`src/rtl/crtc_ma_pkg.sv`:
```
// Package: shared types for the fetch address mapper.
// Assumes a 2-bit mode field; code 2'b11 is decoded as doubleword.
package crtc_ma_pkg;

    typedef enum logic [1:0] {
        MA_BYTE  = 2'b00,
        MA_WORD  = 2'b01,
        MA_DWORD = 2'b10,
        MA_DWALT = 2'b11
    } ma_mode_e;

    localparam int unsigned MA_DIV_MAX = 4;

endpackage

```
`src/rtl/crtc_ma_counter.sv`:
```
// Module: linear fetch counter with a divide-by-1/2/4 prescaler.
// Produces cnt_use, the counter value that the current fetch uses: 0 on the
// first fetch of a line, otherwise the held value, stepped by one when the
// prescaler wraps. Assumes fetch_en is a single-cycle strobe per fetch.
module crtc_ma_counter #(
    parameter int unsigned AW = 16
) (
    input  logic          clk,
    input  logic          rst_n,
    input  logic          fetch_en,
    input  logic          line_first,
    input  logic          div2,
    input  logic          div4,
    output logic [AW-1:0] cnt_use
);
    import crtc_ma_pkg::*;

    localparam int unsigned PW = $clog2(MA_DIV_MAX);

    logic [AW-1:0] cnt_q;
    logic [PW-1:0] phase_q;
    logic [PW-1:0] phase_last;
    logic          step;

    // Pick the last prescaler phase before a step; div4 wins over div2.
    always_comb begin
        if (div4)      phase_last = PW'(MA_DIV_MAX - 1);
        else if (div2) phase_last = PW'(1);
        else           phase_last = '0;
    end

    // A later fetch steps the counter when the prescaler sits at its last phase.
    assign step = fetch_en && !line_first && (phase_q == phase_last);

    // Value used by this fetch: restart, step, or hold.
    always_comb begin
        if (fetch_en && line_first) cnt_use = '0;
        else if (step)              cnt_use = cnt_q + AW'(1);
        else                        cnt_use = cnt_q;
    end

    // Keep counter and prescaler phase; both restart on the line's first fetch.
    always_ff @(posedge clk) begin
        if (!rst_n) begin
            cnt_q   <= '0;
            phase_q <= '0;
        end else if (fetch_en) begin
            cnt_q <= cnt_use;
            if (line_first || step) phase_q <= '0;
            else                    phase_q <= phase_q + PW'(1);
        end
    end

    AST_LINE_CLEAR: assert property (@(posedge clk) disable iff (!rst_n)
        (fetch_en && line_first) |=> (cnt_q == '0));

    AST_IDLE_HOLD: assert property (@(posedge clk) disable iff (!rst_n)
        (!fetch_en) |=> $stable(cnt_q));

    AST_STEP_LIMIT: assert property (@(posedge clk) disable iff (!rst_n)
        (fetch_en && !line_first) |=> ((cnt_q == $past(cnt_q)) || (cnt_q == $past(cnt_q) + AW'(1))));

    AST_PHASE_RANGE: assert property (@(posedge clk) disable iff (!rst_n)
        (!div4 && !div2 && fetch_en) |=> (phase_q == '0));

endmodule

```
`src/rtl/crtc_ma_scaler.sv`:
```
// Module: byte/word/doubleword scaling with overflow rotation and the
// word-mode bit-0 select. Purely combinational; assumes AW >= 16 so that
// WRAP_LO_BIT lies inside the address.
module crtc_ma_scaler #(
    parameter int unsigned AW          = 16,
    parameter int unsigned WRAP_LO_BIT = 13
) (
    input  logic [AW-1:0] lin,
    input  logic [1:0]    mode,
    input  logic          wrap_sel,
    output logic [AW-1:0] scaled
);
    import crtc_ma_pkg::*;

    ma_mode_e mode_e;
    assign mode_e = ma_mode_e'(mode);

    // Scale by 1, 2 or 4, rotating the bits pushed out at the top back in at bit 0.
    always_comb begin
        unique case (mode_e)
            MA_BYTE: scaled = lin;
            MA_WORD: begin
                scaled    = {lin[AW-2:0], lin[AW-1]};
                scaled[0] = wrap_sel ? lin[AW-1] : lin[WRAP_LO_BIT];
            end
            default: scaled = {lin[AW-3:0], lin[AW-1:AW-2]};
        endcase
    end

    always_comb begin
        if (mode_e == MA_BYTE) AST_BYTE_PASS: assert (scaled == lin);
    end

endmodule

```
`src/rtl/crtc_ma_rowsub.sv`:
```
// Module: replaces two adjacent address bits by row-scan bits when the
// matching keep control is low. Combinational; assumes ROW_BIT+1 < AW.
module crtc_ma_rowsub #(
    parameter int unsigned AW      = 16,
    parameter int unsigned ROW_BIT = 13,
    parameter int unsigned NSUB    = 2
) (
    input  logic [AW-1:0]   addr_in,
    input  logic [NSUB-1:0] keep,
    input  logic [NSUB-1:0] row_scan,
    output logic [AW-1:0]   addr_sub
);
    // One mux per substituted bit, the rest pass straight through.
    always_comb begin
        addr_sub = addr_in;
        for (int i = 0; i < NSUB; i++) begin
            if (!keep[i]) addr_sub[ROW_BIT + i] = row_scan[i];
        end
    end

endmodule

```
`src/rtl/crtc_fetch_addr_map.sv`:
```
// Module: top of the fetch address mapper. Order of stages: counter,
// add line start, scale/rotate, word bit-0 select, row-scan substitution,
// output register. Assumes control inputs are steady within a line.
module crtc_fetch_addr_map #(
    parameter int unsigned AW          = 16,
    parameter int unsigned WRAP_LO_BIT = 13,
    parameter int unsigned ROW_BIT     = 13
) (
    input  logic          clk,
    input  logic          rst_n,
    input  logic          fetch_en,
    input  logic          line_first,
    input  logic [AW-1:0] line_start,
    input  logic          div2,
    input  logic          div4,
    input  logic [1:0]    addr_mode,
    input  logic          wrap_sel,
    input  logic          keep_a13,
    input  logic          keep_a14,
    input  logic [1:0]    row_scan,
    output logic [AW-1:0] addr_out,
    output logic          addr_valid
);
    localparam int unsigned NSUB = 2;

    logic [AW-1:0] cnt_use;
    logic [AW-1:0] lin;
    logic [AW-1:0] scaled;
    logic [AW-1:0] mapped;

    crtc_ma_counter #(.AW(AW)) u_cnt (
        .clk        (clk),
        .rst_n      (rst_n),
        .fetch_en   (fetch_en),
        .line_first (line_first),
        .div2       (div2),
        .div4       (div4),
        .cnt_use    (cnt_use)
    );

    // Linear address: counter plus line start, kept to AW bits.
    assign lin = cnt_use + line_start;

    crtc_ma_scaler #(.AW(AW), .WRAP_LO_BIT(WRAP_LO_BIT)) u_scale (
        .lin      (lin),
        .mode     (addr_mode),
        .wrap_sel (wrap_sel),
        .scaled   (scaled)
    );

    crtc_ma_rowsub #(.AW(AW), .ROW_BIT(ROW_BIT), .NSUB(NSUB)) u_sub (
        .addr_in  (scaled),
        .keep     ({keep_a14, keep_a13}),
        .row_scan (row_scan),
        .addr_sub (mapped)
    );

    // Register the mapped address on a fetch and flag it for one cycle.
    always_ff @(posedge clk) begin
        if (!rst_n) begin
            addr_out   <= '0;
            addr_valid <= 1'b0;
        end else begin
            addr_valid <= fetch_en;
            if (fetch_en) addr_out <= mapped;
        end
    end

    AST_VALID_AFTER_FETCH: assert property (@(posedge clk) disable iff (!rst_n)
        fetch_en |=> addr_valid);

    AST_HOLD_WITHOUT_FETCH: assert property (@(posedge clk) disable iff (!rst_n)
        !fetch_en |=> (!addr_valid && $stable(addr_out)));

    AST_ROW_BIT13: assert property (@(posedge clk) disable iff (!rst_n)
        (fetch_en && !keep_a13) |=> (addr_out[ROW_BIT] == $past(row_scan[0])));

    AST_ROW_BIT14: assert property (@(posedge clk) disable iff (!rst_n)
        (fetch_en && !keep_a14) |=> (addr_out[ROW_BIT+1] == $past(row_scan[1])));

    AST_FIRST_IS_START: assert property (@(posedge clk) disable iff (!rst_n)
        (fetch_en && line_first && addr_mode == 2'b00 && keep_a13 && keep_a14)
        |=> (addr_out == $past(line_start)));

endmodule

```
`config.mk`:
```
export PLATFORM = sky130hd
export DESIGN_NAME = crtc_fetch_addr_map
export DESIGN_NICKNAME = d
export VERILOG_FILES = /design/src/rtl/crtc_ma_pkg.sv /design/src/rtl/crtc_ma_counter.sv /design/src/rtl/crtc_ma_scaler.sv /design/src/rtl/crtc_ma_rowsub.sv /design/src/rtl/crtc_fetch_addr_map.sv
export SDC_FILE = /design/constraint.sdc
export NUM_CORES = 1
export LEC_CHECK = 0
export BUFFER_PORTS_ARGS = -buffer_cell sky130_fd_sc_hd__buf_2
export CAP_MARGIN = 20
export CORE_UTILIZATION = 60
export DETAILED_ROUTE_END_ITERATION = 10
export PLACE_DENSITY_LB_ADDON = 0.25
export SYNTH_ARGS = -nofsm -noshare
export SYNTH_HDL_FRONTEND = slang
export SYNTH_SLANG_ARGS = --single-unit
```
`constraint.sdc`:
```
create_clock -name clk -period 7.05 [get_ports clk]
set_input_delay 1.41 -clock clk [delete_from_list [all_inputs] [get_ports clk]]
set_output_delay 1.41 -clock clk [all_outputs]
set_load 0.05 [all_outputs]
```
# Yosys cells after proc, flatten, opt, wreduce, memory -nomap -nowiden
# Index checks and enable logic that the tools add are counted.
# Widths: inputs -> output; s select.
dict set report classes {
  reduce_logical 6
  n_bitwise 0
  n_mul 0
  mux 9
  n_div 0
  add_sub_neg 3
  n_shift 0
  eq_ne 2
  n_lt_le_gt_ge 0
}
# operator count
set op_table {}
lappend op_table {{$mux 16} 2}
lappend op_table {{$pmux 16 s2} 1}
lappend op_table {{$add 16x1->16 const B} 1}
lappend op_table {{$add 16x16->16} 1}
lappend op_table {{$mux 1} 4}
lappend op_table {{$mux 2} 2}
lappend op_table {{$logic_and 1x1->1} 3}
lappend op_table {{$add 2x1->2 const B} 1}
lappend op_table {{$eq 2x1->1 const B} 1}
lappend op_table {{$eq 2x2->1} 1}
lappend op_table {{$logic_not 2->1} 1}
lappend op_table {{$logic_not 1->1} 1}
lappend op_table {{$logic_or 1x1->1} 1}
dict set report totals {
  mem_count 0
  out_inout_bits 17
  rom_bits 0
  in_bits 29
  latch_bits 0
  ramBits 0
  register_bits 35
}

# Depth between registers and ports, before layout
# Gate-level depths: netlist (run 1).
dict set report logic_depth {
  word_depth 10
  ltp_mapped 18
  ltp_nobuf 16
}

# Hierarchy
# From an unflattened synthesis (run 1), not the netlist that was laid out.
dict set report unflattened {
  cells_unflattened 366
  hier_area_um2 3098.0
}
# module seq_area_each_um2 area_each_um2 cells_per_inst instances
set modules_own_cells {}
lappend modules_own_cells {crtc_fetch_addr_map 340.3 1473.9 160 1}
lappend modules_own_cells {crtc_ma_counter 360.3 1122.3 135 1}
lappend modules_own_cells {crtc_ma_scaler 0.0 366.6 55 1}
lappend modules_own_cells {crtc_ma_rowsub 0.0 135.1 16 1}

# Worst setup path after synthesis (run 1)
# Ideal clock, no wire load.
dict set report synth_timing {
  path_type {input to register}
  startpoint {in line_first}
  endpoint {reg addr_out[12]}
  arrival_ns 4.533
  path_buffers 2
  stages 18
  slack_ns 2.400
  cell_sequence {nor4b_4 -> a22o_2 -> buf_2 -> and3_1 -> and2_1 -> nand2_1 -> xor2_1 -> nor2_1 -> ha_1 -> clkbuf_1 -> a21oi_1 -> o21ai_1 -> or3_1 -> o21ai_2 -> xnor2_1 -> and2_1 -> a211o_1 -> a32o_1}
}
dict set report synth_via {
  elab_chain_len 7
  elab_cells_between_ends 8
  cone_classes {add/sub (1); mux (3); reduce/logical (4)}
}
# item line
set synth_lines {}
lappend synth_lines {{from (decl)} crtc_fetch_addr_map.sv:12} ;# input logic line_first,
lappend synth_lines {{$logic_not 1->1} crtc_ma_counter.sv:33} ;# assign step = fetch_en && !line_first && (phase_q == phase_last);
lappend synth_lines {{$logic_and 1x1->1 (2 in a row)} crtc_ma_counter.sv:33}
lappend synth_lines {{$mux 16} crtc_ma_counter.sv:38} ;# else if (step) cnt_use = cnt_q + AW'(1);
lappend synth_lines {{$mux 16 *} crtc_ma_counter.sv:37} ;# if (fetch_en && line_first) cnt_use = '0;
lappend synth_lines {{named net cnt_use[8]} crtc_fetch_addr_map.sv:26} ;# logic [AW-1:0] cnt_use;
lappend synth_lines {{$add 16x16->16 *} crtc_fetch_addr_map.sv:42} ;# assign lin = cnt_use + line_start;
lappend synth_lines {{$pmux 16 s2 *} crtc_ma_scaler.sv:20} ;# unique case (mode_e)
lappend synth_lines {{to (signal assigned)} crtc_fetch_addr_map.sv:65} ;# if (fetch_en) addr_out <= mapped;
lappend synth_lines {{to (decl)} crtc_fetch_addr_map.sv:21} ;# output logic [AW-1:0] addr_out,
# The timed path passes the listed nets; every way through them passes the cells marked *.
# A chain may end at the register's enable or synchronous reset.

# Final worst setup path (run 1)
dict set report layout_timing {
  startpoint {in fetch_en}
  endpoint {reg addr_out[10]}
}
dict set report layout_via {
  elab_chain_len 6
  elab_cells_between_ends 7
  cone_classes {add/sub (1); mux (3); reduce/logical (3)}
}
# item line
set layout_lines {}
lappend layout_lines {{from (decl)} crtc_fetch_addr_map.sv:11} ;# input logic fetch_en,
lappend layout_lines {{$logic_and 1x1->1 (2 in a row)} crtc_ma_counter.sv:33}
lappend layout_lines {{$mux 16} crtc_ma_counter.sv:38}
lappend layout_lines {{$mux 16 *} crtc_ma_counter.sv:37}
lappend layout_lines {{named net cnt_use[8]} crtc_fetch_addr_map.sv:26}
lappend layout_lines {{$add 16x16->16 *} crtc_fetch_addr_map.sv:42}
lappend layout_lines {{$pmux 16 s2 *} crtc_ma_scaler.sv:20}
# Marks and branches as above.

==> results of run 1 <==
==> metrics by stage <==
stage | setup slack [ns] | std cells | hold WS (ns)
floorplan | 2.40 | 328 | 0.488
global placement | 1.91 | 407 | 0.457
detailed placement | 1.80 | 407 | 0.458
CTS | 2.09 | 414 | 0.476
global route | 1.62 | 414 | 0.507
finish | 2.05 | 414 | 0.473
==> how the worst max path moves through the flow <==
stage	startpoint	endpoint	slack, ns	depth (start not counted)
after CTS	fetch_en	addr_out[12]	2.09	17
after detailed placement	fetch_en	addr_out[10]	1.80	16
after global placement	fetch_en	addr_out[12]	1.91	17
after global routing	fetch_en	addr_out[10]	1.62	16
after floorplan	line_first	addr_out[12]	2.40	18
final	fetch_en	addr_out[10]	2.05	16
==> layer usage <==
layer | part of all wire [%] | vias up | global-route usage, %
li1 | - | 1236 | -
met1 | 47 | 1143 | 34.0
met2 | 49 | 52 | 46.8
met3 | 3.4 | 9 | 4.73
met4 | 1.4 | 0 | 9.04
met5 | 0 | - | 0
==> power groups by stage <==
stage | Sequential [mW] | Clock (mW) | Combinational, mW
detailed placement | 0.215 | 0 | 0.101
global placement | 0.214 | 0 | 0.0997
global route | 0.211 | 0.158 | 0.110
floorplan | 0.239 | 0 | 0.0498
finish | 0.210 | 0.151 | 0.101
CTS | 0.210 | 0.152 | 0.101
==> layout by cell type (no fill, tap or decap), types with 2 or more instances in the layout <==
cell type,n
nor2_1,47
buf_2,45
dfxtp_1,35
nand2_1,28
xor2_1,17
a21oi_1,16
ha_1,16
and2_1,14
o21ai_0,14
xnor2_1,12
nand3_1,12
inv_1,9
nand4_1,8
nor2b_1,8
nand2b_1,6
clkbuf_8,6
a21boi_0,5
o311ai_0,5
a31oi_1,5
nor3_1,4
o211ai_1,4
and3_1,3
o21a_1,3
a32o_1,3
mux2i_1,3
a211oi_1,3
o31ai_1,3
and4_1,2
a21o_1,2
nand3b_1,2
a211o_1,2
==> flip-flops by register name (all words and copies together), names as in the netlist <==
signal         count
addr_out          16
addr_valid         1
u_cnt.cnt_q       16
u_cnt.phase_q      2
==> critical path, delay by kind of cell <==
family,cells,cell delay (ns)
adder cells (fa/ha/maj),1,0.39
XOR/XNOR,2,0.45
AND/OR/NAND/NOR,7,1.06
buffers and inverters,1,0.39
AO/OA/AOI/OAI,5,1.45
==> cell type report <==
cell class              count  share of cell area [%]
repair buffers             45                    7.85
flip-flops and latches     35                    24.4
inverters                   9                    1.18
clock buffers               6                    2.88
multi-input cells         268                    61.3
clock inverters             1                   0.175
well taps                  50                    2.18
==> kinds of logic after synthesis <==
logic type,Yosys count,share of synthesized area (%)
flops,35,27.4
compound gates,78,21.1
buf+inv,25,3.77
mux,4,1.62
xor+xnor,29,9.94
fa+ha+maj,17,8.62
simple gates,140,27.6
==> run summary, run 1 <==
Status -> complete, no violations
Postcts setup bufs -> 0
Yosys warns -> 0
Post-layout util -> 70.7%
Largest net degree at the start of global routing -> 33
Hold wc startpoint -> addr_out[12]
Slew @ Worst Pin -> 0.712 ns
Final wirelength -> 5880 um
Final Setup Violations -> 0
Vias -> 2440
Crit path DAT -> 5.15 ns
Nets -> 410
Hold Path Class -> register to register
CTS Buf Count -> 5
Routed Antenna Nets -> 0
Worst Reg-to-Reg Cells -> 15
Wire per inst -> 14.2 um
First-pass GRT wire length -> 9470 um
Yosys reg bits -> 35
Synth Instances -> 328
Max Slew Vio Count -> 0
Sink Count -> 35
Hold EP -> addr_out[12]
Post-place instance area -> 0.00278 mm2
Die Span Y -> 67.3 um
Power Internal -> 316 uW
CTS tree -> yes
Slew margin rel. -> 51.9%
CP peak stage delay -> 0.40 ns
# rows -> 23
FF/Latch Area -> 701 um2
Worst path slowest cell -> o311ai_0
Top FF cell, synth -> dfxtp_1
H-Tree Depth -> 2
Post-route minimum period -> 5.00 ns
Initial antenna violation count -> 0
Synth cell types -> 53
Core area -> 0.00406 mm2
CTS root buffer -> clkbuf_8
Worst setup EP type -> register
Yosys top cell by area -> dfxtp_1
Clk_skew -> 0.00669 ns
Part of the cycle the worst path needs -> 70.9%
Part of the power in combinational logic -> 21.9%
CP Class -> primary input to register
Worst R2R End -> addr_out[10]
Clock network power share -> 32.6%
Fmax -> 200 MHz
Grt ovf -> 0
Post-DR vias/cell -> 5.89
GRT Total Usage -> 27.2%
Ranking of synthesized cells by area -> dfxtp_1, ha_1, nor2_1, xor2_1, nand2_1
Final instance area -> 0.00287 mm2
Vias in the first global route -> 2167
Ports -> 46
Inserted Diodes -> 0
Sequential share of the synthesized area -> 27.4%
DR pass1 iterations -> 4
RSZ-0062 raised after global routing -> no
Setup TNS -> 0 ns
Hold Violations, Final -> 0
Post-synth EDFFs -> 0
Hold Path Stages -> 1
Max Cap Viol -> 0
Dpl hpwl -> 4470 um
Post-Synthesis Net Count -> 374
Worst path cell trace -> buf_2, nor4b_4, a22o_2, and3_1, and2_1, nand2_1, xor2_1, nor2_1, ha_1, a211oi_1, nand3_1, o22ai_1, xor2_1, nor2_1, o311ai_0, a21boi_0
# fillers -> 345
Leak -> 1.25 nW
Port bufs -> 45
Area of the multi-input gates -> 0.00176 mm2
Post-Synthesis Cell Area -> 0.00255 mm2
Net Sw Frac -> 31.6%
Die area -> 0.00452 mm2
Max clock buf depth -> 2
Reg2reg setup slack -> 3.22 ns
GP Congestion -> 0.923
Syn Area/Cell -> 7.79 um2
CP Launch Type -> primary input
Clock Latency Late Sink -> 0.29 ns
Count leader, synth -> nor2_1
Worst EP required -> 7.20 ns
Power per cell area -> 161 mW/mm2
DRC viols -> 0
Hold Buf Count CTS -> 0
Top cell type's share of synthesized area -> 27.4%
Synth cell count leaders -> nor2_1, dfxtp_1, nand2_1, xor2_1
CTS resizes -> 0
Die Wd -> 67.3 um
Switch Pwr -> 146 uW
Clk pin slew, worst setup/hold paths -> 0.07 ns
Worst reg2reg path startpoint -> u_cnt.phase_q[1]
Layout cells sized above 1 -> 16.8%
Sequential power share -> 45.5%
Iteration-0 DRC Markers -> 114
Layout area overhead -> 12.2%
CP Max Fanout -> 32
Power Total -> 462 uW
Async SR Flop Fraction -> 0%
Peak supply drop -> 0.000111 V
Starting Density -> 63.0%
Power figures use the tool's default switching activity.
==> run 2, diff against run 1 <==
Settings changed: ABC_AREA set to 1, CORE_UTILIZATION 60 to 52.
Clock period 7.05 ns to 4.3 ns, I/O delays scaled along.
==> run summary, run 2 <==
Hold Violations, Final -> 0
Setup TNS -> 0 ns
CTS Buf Count -> 5
Hold Buf Count CTS -> 0
GP Congestion -> 0.920
Layout cells sized above 1 -> 15.9%
Fmax -> 273 MHz
Grt ovf -> 0
Worst EP required -> 4.47 ns
Yosys reg bits -> 35
Ports -> 46
Max clock buf depth -> 2
Max Slew Vio Count -> 0
Layout area overhead -> 12.3%
Ranking of synthesized cells by area -> dfxtp_1, nand2_1, inv_1, ha_1, nand3_1
Crit path DAT -> 3.83 ns
CP Class -> primary input to register
Die area -> 0.00582 mm2
First-pass GRT wire length -> 13000 um
Starting Density -> 55.1%
DR pass1 iterations -> 5
Die Span Y -> 76.3 um
CTS tree -> yes
Post-layout util -> 61.9%
Max Cap Viol -> 0
Biggest regs -> addr_out: 16 flops, u_cnt.cnt_q: 16 flops, u_cnt.phase_q: 2 flops
CTS root buffer -> clkbuf_8
Power per cell area -> 235 mW/mm2
DRC viols -> 0
CP Launch Type -> primary input
Largest net degree at the start of global routing -> 31
Post-synth EDFFs -> 0
Wire per inst -> 13.0 um
Clk_skew -> 0.0157 ns
Sink Count -> 35
Final Setup Violations -> 0
Sequential share of the synthesized area -> 24.4%
Worst setup EP type -> register
Most frequent cells in the layout -> nand2_1, inv_1, nor2_1
Clk pin slew, worst setup/hold paths -> 0.08 ns
Post-DR vias/cell -> 5.26
# rows -> 26
Peak supply drop -> 0.000140 V
Top cell type's share of synthesized area -> 24.4%
Postcts setup bufs -> 0
RSZ-0062 raised after global routing -> no
Post-Synthesis Cell Area -> 0.00287 mm2
Post-route minimum period -> 3.66 ns
Syn Area/Cell -> 6.16 um2
Final wirelength -> 7550 um
Routed Antenna Nets -> 0
Yosys top cell by area -> dfxtp_1
Synth cell types -> 39
Port bufs -> 45
Hold Worst Slack -> 0.479 ns
Post-Synthesis Net Count -> 512
Core area -> 0.00520 mm2
Slew margin rel. -> 39.8%
Synth cell count leaders -> nand2_1, inv_1, nor2_1, nand3_1, dfxtp_1
Count leader, synth -> nand2_1
Inserted Diodes -> 0
Iteration-0 DRC Markers -> 191
Hold Path Class -> register to register
Yosys warns -> 0
Part of the cycle the worst path needs -> 85.2%
GRT Total Usage -> 27.5%
Top FF cell, synth -> dfxtp_1
Clock Latency Late Sink -> 0.29 ns
Slew @ Worst Pin -> 0.900 ns
Async SR Flop Fraction -> 0%
Nets -> 554
Status -> complete, no violations
Vias in the first global route -> 2941
Most common cell after layout, fill and taps aside -> nand2_1
Initial antenna violation count -> 0
H-Tree Depth -> 2
Die Wd -> 76.3 um
Leak -> 1.67 nW
CTS resizes -> 0
Dpl hpwl -> 6080 um
CP Max Fanout -> 30
Synth Instances -> 466
Vias -> 3044
## run 2: cell types whose count changed in the layout (fill, tap and decap cells not counted), sizes merged, moves of 7 or more
cell / previous run / this run
nand2: 28 / 140
nor3: 4 / 11
nor2b: 8 / 0
xnor2: 12 / 5
nand3: 12 / 38
and2: 14 / 1
inv: 9 / 70
a21oi: 17 / 24
a41oi: 0 / 7
xor2: 17 / 7
## run 2: routing by layer
layer | share of wire [%] | routed length (um) | track usage, %
met1 | 46 | 3450 | 34.2
met2 | 47 | 3530 | 48.1
met3 | 4.6 | 348 | 2.99
met4 | 2.9 | 218 | 11.2
met5 | 0 | 0 | 0
## run 2: path summary, 6_finish.rpt
kind	cells past startpoint	slack [ns]	start	to
max	22	0.64	fetch_en	addr_out[13]
min	2	0.48	u_cnt.phase_q[0]	u_cnt.phase_q[0]
max reg2reg	23	1.23	u_cnt.phase_q[1]	addr_out[13]
min reg2reg	2	0.48	u_cnt.phase_q[0]	u_cnt.phase_q[0]
## run 2: power by group
part,leakage [nW],switching [mW],total [mW],internal (mW)
logic,1.34,0.125,0.177,0.0523
clock network,0.0412,0.122,0.235,0.113
registers,0.286,0.00670,0.345,0.338
## run 2: logic make-up after synthesis
logic type | after synthesis | share of synthesized area [%]
flip-flops | 35 | 24.4
AO/OA/AOI/OAI | 63 | 12.9
adder cells (fa/ha/maj) | 17 | 7.68
buffers and inverters | 83 | 11.2
XOR/XNOR | 12 | 3.66
AND/OR/NAND/NOR | 256 | 40.1
## run 2: critical path: stages
cell and delay (ns):
buf_2 0.37, nand2_1 0.12, nor2_2 0.17, nand2b_4 0.13, inv_2 0.13, nand2_1 0.08, nor2_1 0.15, nand2_1 0.10
xor2_1 0.16, nand2_1 0.08, inv_1 0.05, ha_1 0.32, nand2_1 0.13, inv_1 0.05, a21oi_1 0.15, nand2_1 0.13
nand2_1 0.11, nand3b_1 0.13, nand3_1 0.13, nand3_1 0.07, o21ai_1 0.13, a21oi_1 0.07
## run 2: area by class of cell
type | instances | area, um2
inverter | 72 | 270
tap | 70 | 87.6
multi-input combinational | 348 | 1850
clock buffer | 6 | 72.6
timing repair buffer | 46 | 233
fill | 509 | 1980
sequential | 35 | 701
clock inverter | 2 | 12.5
## run 2: per-stage QoR
stage	total power [mW]	cells	setup WS (ns)	instance area, um2
final	0.757	579	0.637	3220
after global routing	0.791	579	0.304	3220
after CTS	0.759	579	0.660	3220
after detailed placement	0.528	571	0.366	3140
after global placement	0.526	571	0.458	3140
after floorplan	0.478	466	1.15	2870
